### src/rtl/spi_flag_pkg.sv
package spi_flag_pkg;
  typedef enum logic [1:0] {
    REG_STATUS = 2'd0,
    REG_CTRL1  = 2'd1,
    REG_CTRL2  = 2'd2,
    REG_DATA   = 2'd3
  } reg_sel_e;

  localparam int FLAG_N   = 3;
  localparam int ST_RXF   = 0;
  localparam int ST_TXE   = 1;
  localparam int ST_MF    = 2;

  localparam int C1_MASTER = 0;
  localparam int C1_WIDE   = 1;
  localparam int C1_W      = 2;
  localparam int C2_FDEN   = 0;
endpackage

### src/rtl/spi_flag_cell.sv
module spi_flag_cell #(
  parameter logic RESET_VAL = 1'b0
) (
  input  logic clk,
  input  logic rst_n,
  input  logic set_i,
  input  logic seen_i,
  input  logic access_i,
  output logic flag_o,
  output logic armed_o
);
  logic flag_q, flag_d;
  logic armed_q, armed_d;
  logic clear_fire;

  always_comb begin
    clear_fire = access_i & armed_q;
    if (set_i)           flag_d = 1'b1;
    else if (clear_fire) flag_d = 1'b0;
    else                 flag_d = flag_q;

    if (access_i)                armed_d = 1'b0;
    else if (seen_i && flag_q)   armed_d = 1'b1;
    else                         armed_d = armed_q;
  end

  always_ff @(posedge clk or negedge rst_n) begin
    if (!rst_n) begin
      flag_q  <= RESET_VAL;
      armed_q <= 1'b0;
    end else begin
      flag_q  <= flag_d;
      armed_q <= armed_d;
    end
  end

  assign flag_o  = flag_q;
  assign armed_o = armed_q;
endmodule

### src/rtl/spi_rx_buffer.sv
module spi_rx_buffer #(
  parameter int BYTE_W = 8
) (
  input  logic                clk,
  input  logic                rst_n,
  input  logic                load_i,
  input  logic [2*BYTE_W-1:0] word_i,
  input  logic                wide_i,
  output logic [2*BYTE_W-1:0] rd_word_o
);
  localparam int DATA_W = 2 * BYTE_W;

  logic [DATA_W-1:0] buf_q, buf_d;

  always_comb begin
    buf_d = buf_q;
    if (load_i) buf_d = word_i;
  end

  always_ff @(posedge clk or negedge rst_n) begin
    if (!rst_n) buf_q <= '0;
    else        buf_q <= buf_d;
  end

  always_comb begin
    if (wide_i) rd_word_o = buf_q;
    else        rd_word_o = {{BYTE_W{1'b0}}, buf_q[BYTE_W-1:0]};
  end
endmodule

### src/rtl/spi_tx_holding.sv
module spi_tx_holding #(
  parameter int BYTE_W = 8
) (
  input  logic                clk,
  input  logic                rst_n,
  input  logic                wr_lo_i,
  input  logic                wr_hi_i,
  input  logic [2*BYTE_W-1:0] wdata_i,
  input  logic                wide_i,
  output logic [2*BYTE_W-1:0] tx_word_o
);
  localparam int DATA_W = 2 * BYTE_W;

  logic [BYTE_W-1:0] lo_q, lo_d, hi_q, hi_d;

  always_comb begin
    lo_d = lo_q;
    hi_d = hi_q;
    if (wr_lo_i) lo_d = wdata_i[BYTE_W-1:0];
    if (wr_hi_i) hi_d = wdata_i[DATA_W-1:BYTE_W];
  end

  always_ff @(posedge clk or negedge rst_n) begin
    if (!rst_n) begin
      lo_q <= '0;
      hi_q <= '0;
    end else begin
      lo_q <= lo_d;
      hi_q <= hi_d;
    end
  end

  always_comb begin
    if (wide_i) tx_word_o = {hi_q, lo_q};
    else        tx_word_o = {{BYTE_W{1'b0}}, lo_q};
  end
endmodule

### src/rtl/spi_flag_frontend.sv
module spi_flag_frontend
  import spi_flag_pkg::*;
#(
  parameter int BYTE_W = 8,
  parameter int SYNC_STAGES = 2
) (
  input  logic                clk,
  input  logic                rst_n,
  input  logic                host_req,
  input  logic                host_wr,
  input  logic [1:0]          host_addr,
  input  logic [1:0]          host_be,
  input  logic [2*BYTE_W-1:0] host_wdata,
  output logic [2*BYTE_W-1:0] host_rdata,
  input  logic                eng_done,
  input  logic [2*BYTE_W-1:0] eng_rx_word,
  input  logic                eng_load_taken,
  input  logic                ss_in_n,
  output logic [2*BYTE_W-1:0] tx_word_o,
  output logic                rx_full_o,
  output logic                tx_empty_o,
  output logic                mode_fault_o,
  output logic                master_o,
  output logic                wide_o
);
  localparam int DATA_W = 2 * BYTE_W;
  localparam logic [FLAG_N-1:0] FLAG_RST = FLAG_N'(1) << ST_TXE;

  // reset: asserted asynchronously, released after SYNC_STAGES edges
  logic [SYNC_STAGES-1:0] rst_sync_q;
  logic rst_core_n;

  always_ff @(posedge clk or negedge rst_n) begin
    if (!rst_n) rst_sync_q <= '0;
    else        rst_sync_q <= {rst_sync_q[SYNC_STAGES-2:0], 1'b1};
  end
  assign rst_core_n = rst_sync_q[SYNC_STAGES-1];

  // access decode
  reg_sel_e sel;
  logic acc_rd, acc_wr;
  logic st_rd, dat_rd_lo, dat_wr_lo_try, dat_wr_hi_try, c1_wr, c2_wr;
  logic tx_open;

  always_comb begin
    sel           = reg_sel_e'(host_addr);
    acc_rd        = host_req & ~host_wr;
    acc_wr        = host_req &  host_wr;
    st_rd         = acc_rd && (sel == REG_STATUS);
    dat_rd_lo     = acc_rd && (sel == REG_DATA) && host_be[0];
    dat_wr_lo_try = acc_wr && (sel == REG_DATA) && host_be[0];
    dat_wr_hi_try = acc_wr && (sel == REG_DATA) && host_be[1];
    c1_wr         = acc_wr && (sel == REG_CTRL1) && host_be[0];
    c2_wr         = acc_wr && (sel == REG_CTRL2) && host_be[0];
  end

  // control registers
  logic [C1_W-1:0] ctrl1_q, ctrl1_d;
  logic            ctrl2_q, ctrl2_d;
  logic            ss_q;

  always_comb begin
    ctrl1_d = ctrl1_q;
    ctrl2_d = ctrl2_q;
    if (c1_wr) ctrl1_d = host_wdata[C1_W-1:0];
    if (c2_wr) ctrl2_d = host_wdata[C2_FDEN];
  end

  always_ff @(posedge clk or negedge rst_core_n) begin
    if (!rst_core_n) begin
      ctrl1_q <= '0;
      ctrl2_q <= 1'b0;
      ss_q    <= 1'b1;
    end else begin
      ctrl1_q <= ctrl1_d;
      ctrl2_q <= ctrl2_d;
      ss_q    <= ss_in_n;
    end
  end

  assign master_o = ctrl1_q[C1_MASTER];
  assign wide_o   = ctrl1_q[C1_WIDE];

  // flags
  logic [FLAG_N-1:0] flag_set, flag_access, flag_q, flag_armed;
  logic fault_edge;

  always_comb begin
    fault_edge          = ss_q & ~ss_in_n & master_o & ctrl2_q;
    flag_set            = '0;
    flag_access         = '0;
    flag_set[ST_RXF]    = eng_done;
    flag_set[ST_TXE]    = eng_load_taken;
    flag_set[ST_MF]     = fault_edge;
    flag_access[ST_RXF] = dat_rd_lo;
    flag_access[ST_TXE] = dat_wr_lo_try;
    flag_access[ST_MF]  = acc_wr && (sel == REG_CTRL1);
  end

  for (genvar g = 0; g < FLAG_N; g++) begin : g_flag
    spi_flag_cell #(.RESET_VAL(FLAG_RST[g])) u_cell (
      .clk      (clk),
      .rst_n    (rst_core_n),
      .set_i    (flag_set[g]),
      .seen_i   (st_rd),
      .access_i (flag_access[g]),
      .flag_o   (flag_q[g]),
      .armed_o  (flag_armed[g])
    );
  end

  assign rx_full_o    = flag_q[ST_RXF];
  assign tx_empty_o   = flag_q[ST_TXE];
  assign mode_fault_o = flag_q[ST_MF];
  assign tx_open      = flag_q[ST_TXE];

  // data paths
  logic [DATA_W-1:0] rx_rd_word;

  spi_rx_buffer #(.BYTE_W(BYTE_W)) u_rx (
    .clk       (clk),
    .rst_n     (rst_core_n),
    .load_i    (eng_done),
    .word_i    (eng_rx_word),
    .wide_i    (wide_o),
    .rd_word_o (rx_rd_word)
  );

  spi_tx_holding #(.BYTE_W(BYTE_W)) u_tx (
    .clk       (clk),
    .rst_n     (rst_core_n),
    .wr_lo_i   (dat_wr_lo_try & tx_open),
    .wr_hi_i   (dat_wr_hi_try & tx_open),
    .wdata_i   (host_wdata),
    .wide_i    (wide_o),
    .tx_word_o (tx_word_o)
  );

  // read mux
  always_comb begin
    host_rdata = '0;
    unique case (sel)
      REG_STATUS: host_rdata[FLAG_N-1:0] = flag_q;
      REG_CTRL1:  host_rdata[C1_W-1:0]   = ctrl1_q;
      REG_CTRL2:  host_rdata[C2_FDEN]    = ctrl2_q;
      REG_DATA:   host_rdata             = rx_rd_word;
      default:    host_rdata             = '0;
    endcase
  end
endmodule

### config.mk
export PLATFORM = sky130hd
export DESIGN_NAME = spi_flag_frontend
export DESIGN_NICKNAME = d
export VERILOG_FILES = /design/src/rtl/spi_flag_pkg.sv /design/src/rtl/spi_flag_cell.sv /design/src/rtl/spi_rx_buffer.sv /design/src/rtl/spi_tx_holding.sv /design/src/rtl/spi_flag_frontend.sv
export SDC_FILE = /design/constraint.sdc
export NUM_CORES = 1
export LEC_CHECK = 0
export BUFFER_PORTS_ARGS = -buffer_cell sky130_fd_sc_hd__buf_4
export CORE_MARGIN = 8
export CORE_UTILIZATION = 44
export DETAILED_ROUTE_END_ITERATION = 8
export PLACE_DENSITY = 0.75
export SYNTH_ARGS = -nofsm -noshare
export SYNTH_HDL_FRONTEND = slang
export SYNTH_HIERARCHICAL = 1
export SYNTH_SLANG_ARGS = --single-unit
### constraint.sdc
create_clock -name clk -period 1.4 [get_ports clk]
set_input_delay 0.21 -clock clk [delete_from_list [all_inputs] [get_ports clk]]
set_output_delay 0.21 -clock clk [all_outputs]
set_load 0.01 [all_outputs]
Word-level counts from Yosys, hierarchy flattened --
Cells that the tools add are included.
Cells by class: eq/ne operators 3, multiplexer cells 18, bitwise gates (word level) 12, reductions and logical operators 20
Operator list (count):
- 16-bit 2-to-1 mux | 2
- 1-bit logical AND | 13
- 13-bit 2-to-1 mux | 1
- 1-bit 2-to-1 mux | 12
- 2-bit nonzero test | 6
- 1-bit AND | 10
- 2-bit == test, second input constant | 2
- 1-bit one-hot mux with 4 select lines | 1
- 1-bit one-hot mux with 3 select lines | 1
- 2-bit by 1-bit == test with 1-bit output, second input constant | 1
- 2-bit logical NOT | 1
- 1-bit NOT | 2
- 1-bit one-hot mux with 2 select lines | 1
Storage, ports and cells: bits in registers 44, input port bits 43, word-level logic and storage cells 66

Logic depth before layout (Yosys ltp) --
depth after elaboration 7, gate-level depth with buffers 5, mapped depth without buffers 5

Hierarchy --
Netlist, hierarchy kept.
Modules (own cells, without submodules):
- spi_rx_buffer | times used 1, cells each 50, area an instance 759.5 µm², seq. area each 400.4 µm²
- spi_tx_holding | times used 1, cells each 42, area an instance 713.2 µm², seq. area each 400.4 µm²
- spi_flag_frontend | times used 1, cells each 50, area an instance 505.5 µm², seq. area each 151.4 µm²
- spi_flag_cell at g_flag[0].u_cell ... | times used 2, cells each 6, area an instance 70.1 µm², seq. area each 50.0 µm²
- spi_flag_cell at g_flag[1].u_cell | times used 1, cells each 6, area an instance 71.3 µm², seq. area each 51.3 µm²

Least setup slack after synthesis --
OpenSTA, ideal clock, no wires.
kind register to register, from register g_flag[1].u_cell.flag_q, to register u_tx.hi_q[0], setup time 0.125 ns, data arrival time 1.195 ns, required time 1.275 ns, slack 0.080 ns, stages on the path, launching flop included 4, buffers on the path 1, path through dfstp_2 > and4_1 > buf_6 > mux2_4
On the way: word-level cells in the longest chain between the ends 1
RTL lines:
- start, declared | line spi_flag_cell.sv:12 | logic flag_q, flag_d;
- start signal, assigned | line spi_flag_cell.sv:32 | flag_q <= flag_d;
- 1-bit AND | line spi_flag_frontend.sv:133 | .wr_hi_i (dat_wr_hi_try & tx_open),
- end signal, assigned | line spi_tx_holding.sv:29 | hi_q <= hi_d;
- end, declared | line spi_tx_holding.sv:14 | logic [BYTE_W-1:0] lo_q, lo_d, hi_q, hi_d;
No other way between the ends. A chain may end at the register's enable or synchronous reset.

Worst setup path after layout --
from register g_flag[1].u_cell.flag_q, to output port host_rdata[1]
On the way: word-level cells in the longest chain between the ends 1
RTL lines:
- 1-bit one-hot mux with 3 select lines | line spi_flag_frontend.sv:142 | unique case (sel)
- end, declared | line spi_flag_frontend.sv:14 | output logic [2*BYTE_W-1:0] host_rdata,
No other way between the ends.

==> report_table.html <==
<table>
<tr><th>Metric</th><th>Value</th></tr>
<tr><th colspan="2">Placed design</th></tr>
<tr><td>Total half-perimeter wirelength after legalization and detailed placement</td><td>roughly 3800 um</td></tr>
<tr><td>Instance area after placement</td><td>between 2000 and 3000 um2</td></tr>
<tr><td>Dpl cells</td><td>301</td></tr>
<tr><td>Gp weighted congestion</td><td>roughly 0.77</td></tr>
<tr><td>Worst slack, placed</td><td>-0.07320 ns</td></tr>
<tr><td>Number of buffers inserted by port buffering</td><td>79</td></tr>
<tr><th colspan="2">Synthesis</th></tr>
<tr><td>Net count after synthesis</td><td>209</td></tr>
<tr><td>Mapped Cells</td><td>between 150 and 200</td></tr>
<tr><td>Share of the synthesized area in the top cell type</td><td>48.00%</td></tr>
<tr><td>Netlist area before placement</td><td>~2200 um2</td></tr>
<tr><td>Flip-flop and latch count after synthesis</td><td>44</td></tr>
<tr><td>Synthesis warning total</td><td>6</td></tr>
<tr><td>Asr flop ratio synth</td><td>100.0%</td></tr>
<tr><td>Fraction of the yosys area taken by sequential cells</td><td>50.40%</td></tr>
<tr><td>Main area contributors after synthesis</td><td>dfrtp_1 (48%), mux2_4 (18%), and2_1 (8.3%)</td></tr>
<tr><td>Number of enable-type register cells in the synthesized netlist</td><td>0</td></tr>
<tr><td>Main synth FF type</td><td>dfrtp_1</td></tr>
<tr><td>Library cell occupying the most area in the post-synthesis netlist</td><td>dfrtp_1</td></tr>
<tr><td>Unique cell type count in the Yosys netlist</td><td>29</td></tr>
<tr><td>Post-Synthesis Mean Instance Area</td><td>~14 um2</td></tr>
<tr><th colspan="2">Setup path</th></tr>
<tr><td>Data arrival, critical path</td><td>1.33 ns</td></tr>
<tr><td>Peak fanout along the critical path</td><td>2</td></tr>
<tr><td>Worst EP required</td><td>about 1.2 ns</td></tr>
<tr><td>Worst Setup Start Kind</td><td>register</td></tr>
<tr><td>Crit end category</td><td>output port</td></tr>
<tr><td>Startpoint-to-endpoint class of the critical path</td><td>reg -&gt; out</td></tr>
<tr><th colspan="2">Timing</th></tr>
<tr><td>Final hold violation count</td><td>0</td></tr>
<tr><td>Highest clock frequency the design can meet</td><td>649.7 MHz</td></tr>
<tr><td>Share of the clock period used by the worst path after layout</td><td>109.9%</td></tr>
<tr><td>Slack of the critical path</td><td>-0.1392 ns</td></tr>
<tr><td>Slew Limit Fails</td><td>0</td></tr>
<tr><td>Clock period minus final worst setup slack</td><td>1.539 ns</td></tr>
<tr><td>Total of endpoints with negative setup slack in the final report</td><td>34</td></tr>
<tr><td>Unrepaired setup endpoints after global routing</td><td>true</td></tr>
<tr><td>Worst Skew</td><td>0.009659 ns</td></tr>
<tr><th colspan="2">Global routing</th></tr>
<tr><td>Antenna violations before repair</td><td>0</td></tr>
<tr><td>Pin count of the biggest net entering global routing</td><td>43</td></tr>
<tr><td>Vias in the first global route</td><td>1,640</td></tr>
<tr><td>Overall overflow remaining after global route</td><td>0</td></tr>
<tr><td>Global-route wire length before repair</td><td>between 8000 and 9000 um</td></tr>
<tr><td>All-Layer GR Usage</td><td>14.81%</td></tr>
<tr><th colspan="2">Routing</th></tr>
<tr><td>Total wire length after detailed routing</td><td>5293 um</td></tr>
<tr><td>Average detailed-routed wire length per instance</td><td>16.75 um</td></tr>
<tr><td>Number of antenna-violating nets in the routed design</td><td>0</td></tr>
<tr><td>1st-pass router iterations</td><td>4</td></tr>
<tr><td>Post-detailed-route via-to-cell ratio</td><td>4.797</td></tr>
<tr><td>Count of routing violations after the opening detailed-route iteration</td><td>53</td></tr>
<tr><td>Total number of vias</td><td>1,516</td></tr>
<tr><td>Drc violations</td><td>0</td></tr>
<tr><th colspan="2">Cells and area</th></tr>
<tr><td>Most frequent cells in the layout</td><td>buf_4 (70), dfrtp_1 (40), mux2_4 (26)</td></tr>
<tr><td>Most common cell after layout, fill and taps aside</td><td>buf_4</td></tr>
<tr><td>Post-route insts no fill</td><td>316</td></tr>
<tr><td>Number of nets in the finished design</td><td>297</td></tr>
<tr><td>Area growth, synth to finish</td><td>44.46%</td></tr>
<tr><td>Number of diodes</td><td>0</td></tr>
<tr><td>Area used by multi-input combinational logic</td><td>between 1000 and 1500 um2</td></tr>
<tr><td>Post-route design area</td><td>3163 um2</td></tr>
<tr><td>Share of post-route cells with drive strength above 1</td><td>67.87%</td></tr>
<tr><td>Register Area</td><td>1106 um2</td></tr>
<tr><td>Fraction of the core area covered by cells at the end of the flow</td><td>66.53%</td></tr>
<tr><td># fillers</td><td>between 300 and 400</td></tr>
<tr><th colspan="2">Floorplan</th></tr>
<tr><td>Die ar.</td><td>7490 um2</td></tr>
<tr><td>Io pins</td><td>80</td></tr>
<tr><td>Die extent in y</td><td>86.55 um</td></tr>
<tr><td>Core area</td><td>4755 um2</td></tr>
<tr><td>Die X</td><td>86.55 um</td></tr>
<tr><td>Starting density of the core</td><td>around 46%</td></tr>
<tr><td>Std cell rows</td><td>25</td></tr>
<tr><th colspan="2">CTS</th></tr>
<tr><td>Num CTS Buffers</td><td>5</td></tr>
<tr><td>Clock latency on the worst-skew pair</td><td>roughly 0.29 ns</td></tr>
<tr><td>Root cell of the clock tree</td><td>clkbuf_8</td></tr>
<tr><td>H-Tree Depth</td><td>2</td></tr>
<tr><td>CTS tree</td><td>done</td></tr>
<tr><td>Clk sinks</td><td>44</td></tr>
<tr><td>Clock-pin slew reported for the worst setup and hold paths after clock tree synthesis</td><td>about 0.08 ns</td></tr>
<tr><td>Worst-case clock buffer depth</td><td>2</td></tr>
<tr><th colspan="2">Power</th></tr>
<tr><td>Peak supply drop</td><td>0.5701 mV</td></tr>
<tr><td>Pwr/cell area</td><td>1176 nW/um2</td></tr>
<tr><td>Static leakage power</td><td>0.001575 uW</td></tr>
<tr><th colspan="2">Status</th></tr>
<tr><td>Status</td><td>finished with violations</td></tr>
<tr><td>Violations in the final reports</td><td>negative setup slack</td></tr>
<tr><th colspan="2">Min path</th></tr>
<tr><td>Path type of the worst min-delay path</td><td>in -&gt; reg</td></tr>
<tr><th colspan="2">Flow run</th></tr>
<tr><td>Max Cap Viol</td><td>0</td></tr>
</table>
[critical path, stage by stage (launching register included)]
cell and delay (ns):
dfstp_2 0.38, buf_6 0.11, a222oi_1 0.31, nor2_1 0.08, buf_4 0.15
[routing by layer]
layer	global-route usage, %	wire, um	part of all wire (%)
met1	17.07	2248	42
met2	25.49	2725	51
met3	3.403	227	4.3
met4	6.573	91	1.7
met5	0	0	0
[power by group]
| part | switching, uW | internal, uW |
|---|---|---|
| Combinational | 394 | 732 |
| Clock | 424 | 530 |
| Sequential | 146 | 1490 |
[cell type report]
type / count / area share, %
clock buffer: 6 / 2.294
clock inverter: 2 / 1.108
multi-input combinational: 99 / 32.04
tap: 67 / 2.650
sequential: 44 / 34.97
timing repair buffer: 95 / 26.58
inverter: 3 / 0.3560
[stage by stage]
step | power [uW] | hold WS [ns] | TNS [ns]
floorplan | 2147 | -0.08559 | 0
global placement | 2587 | -0.006572 | -0.9707
detailed placement | 2614 | -0.005946 | -1.111
CTS | 3760 | 0.02265 | -1.557
global route | 3917 | 0.01385 | -3.983
finish | 3718 | 0.03282 | -2.333
[logic make-up (layout without fill, tap and decap cells)]
kind of cell	count (synthesis)	in the layout	share of synthesized area (%)
and+or+nand+nor	47	47	13.71
DFF	44	44	50.40
muxes	36	36	22.91
buffers and inverters	17	106	6.400
AOI/OAI and AO/OA	9	9	2.971
adders and majority gates	6	6	3.428
other	1	1	0.1713
[cell usage after synthesis, types with 2 or more instances]
master     n
ha_1       6
and2_1    29
dfstp_2    2
mux2_1     3
mux2_4    26
nor2_1     5
a21oi_1    3
mux2_2     6
and4_1     2
a222oi_1   2
inv_1      3
a21o_1     3
nand2_1    3
buf_4      8
buf_6      4
dfrtp_1   42
[sequential cells by signal, indices dropped and copies added (netlist names)]
| signal | cells |
|---|---|
| rst_sync_q | 2 |
| ss_q | 1 |
| ctrl2_q | 1 |
| g_flag.u_cell/armed_o | 3 |
| u_tx/lo_q | 8 |
| ctrl1_q | 2 |
| u_rx/buf_q | 16 |
| u_tx/hi_q | 8 |
| g_flag.u_cell/flag_o | 3 |
[worst paths after layout]
path,end,slack (ns),from,cells after the start
hold reg to reg,u_tx/lo_q[0],0.24,rst_sync_q[1],1
hold / removal,ss_q,0.03,ss_in_n,1
setup / recovery,host_rdata[1],-0.14,g_flag[1].u_cell/flag_o,4
setup reg to reg,u_tx/lo_q[0],-0.08,g_flag[1].u_cell/flag_o,5
min in group asynchronous,rst_sync_q[1],0.21,rst_n,2
max in group asynchronous,ss_q,0.89,rst_sync_q[1],1
[timing repair]
item	in CTS	in global routing
hold buffers	1	0
setup endpoints to repair	18	37
hold endpoints to repair	2	0
gates resized for setup	47	2
pin swaps	6	0
buffers inserted	5	1
Note: power is estimated with default switching activity, not from simulation.
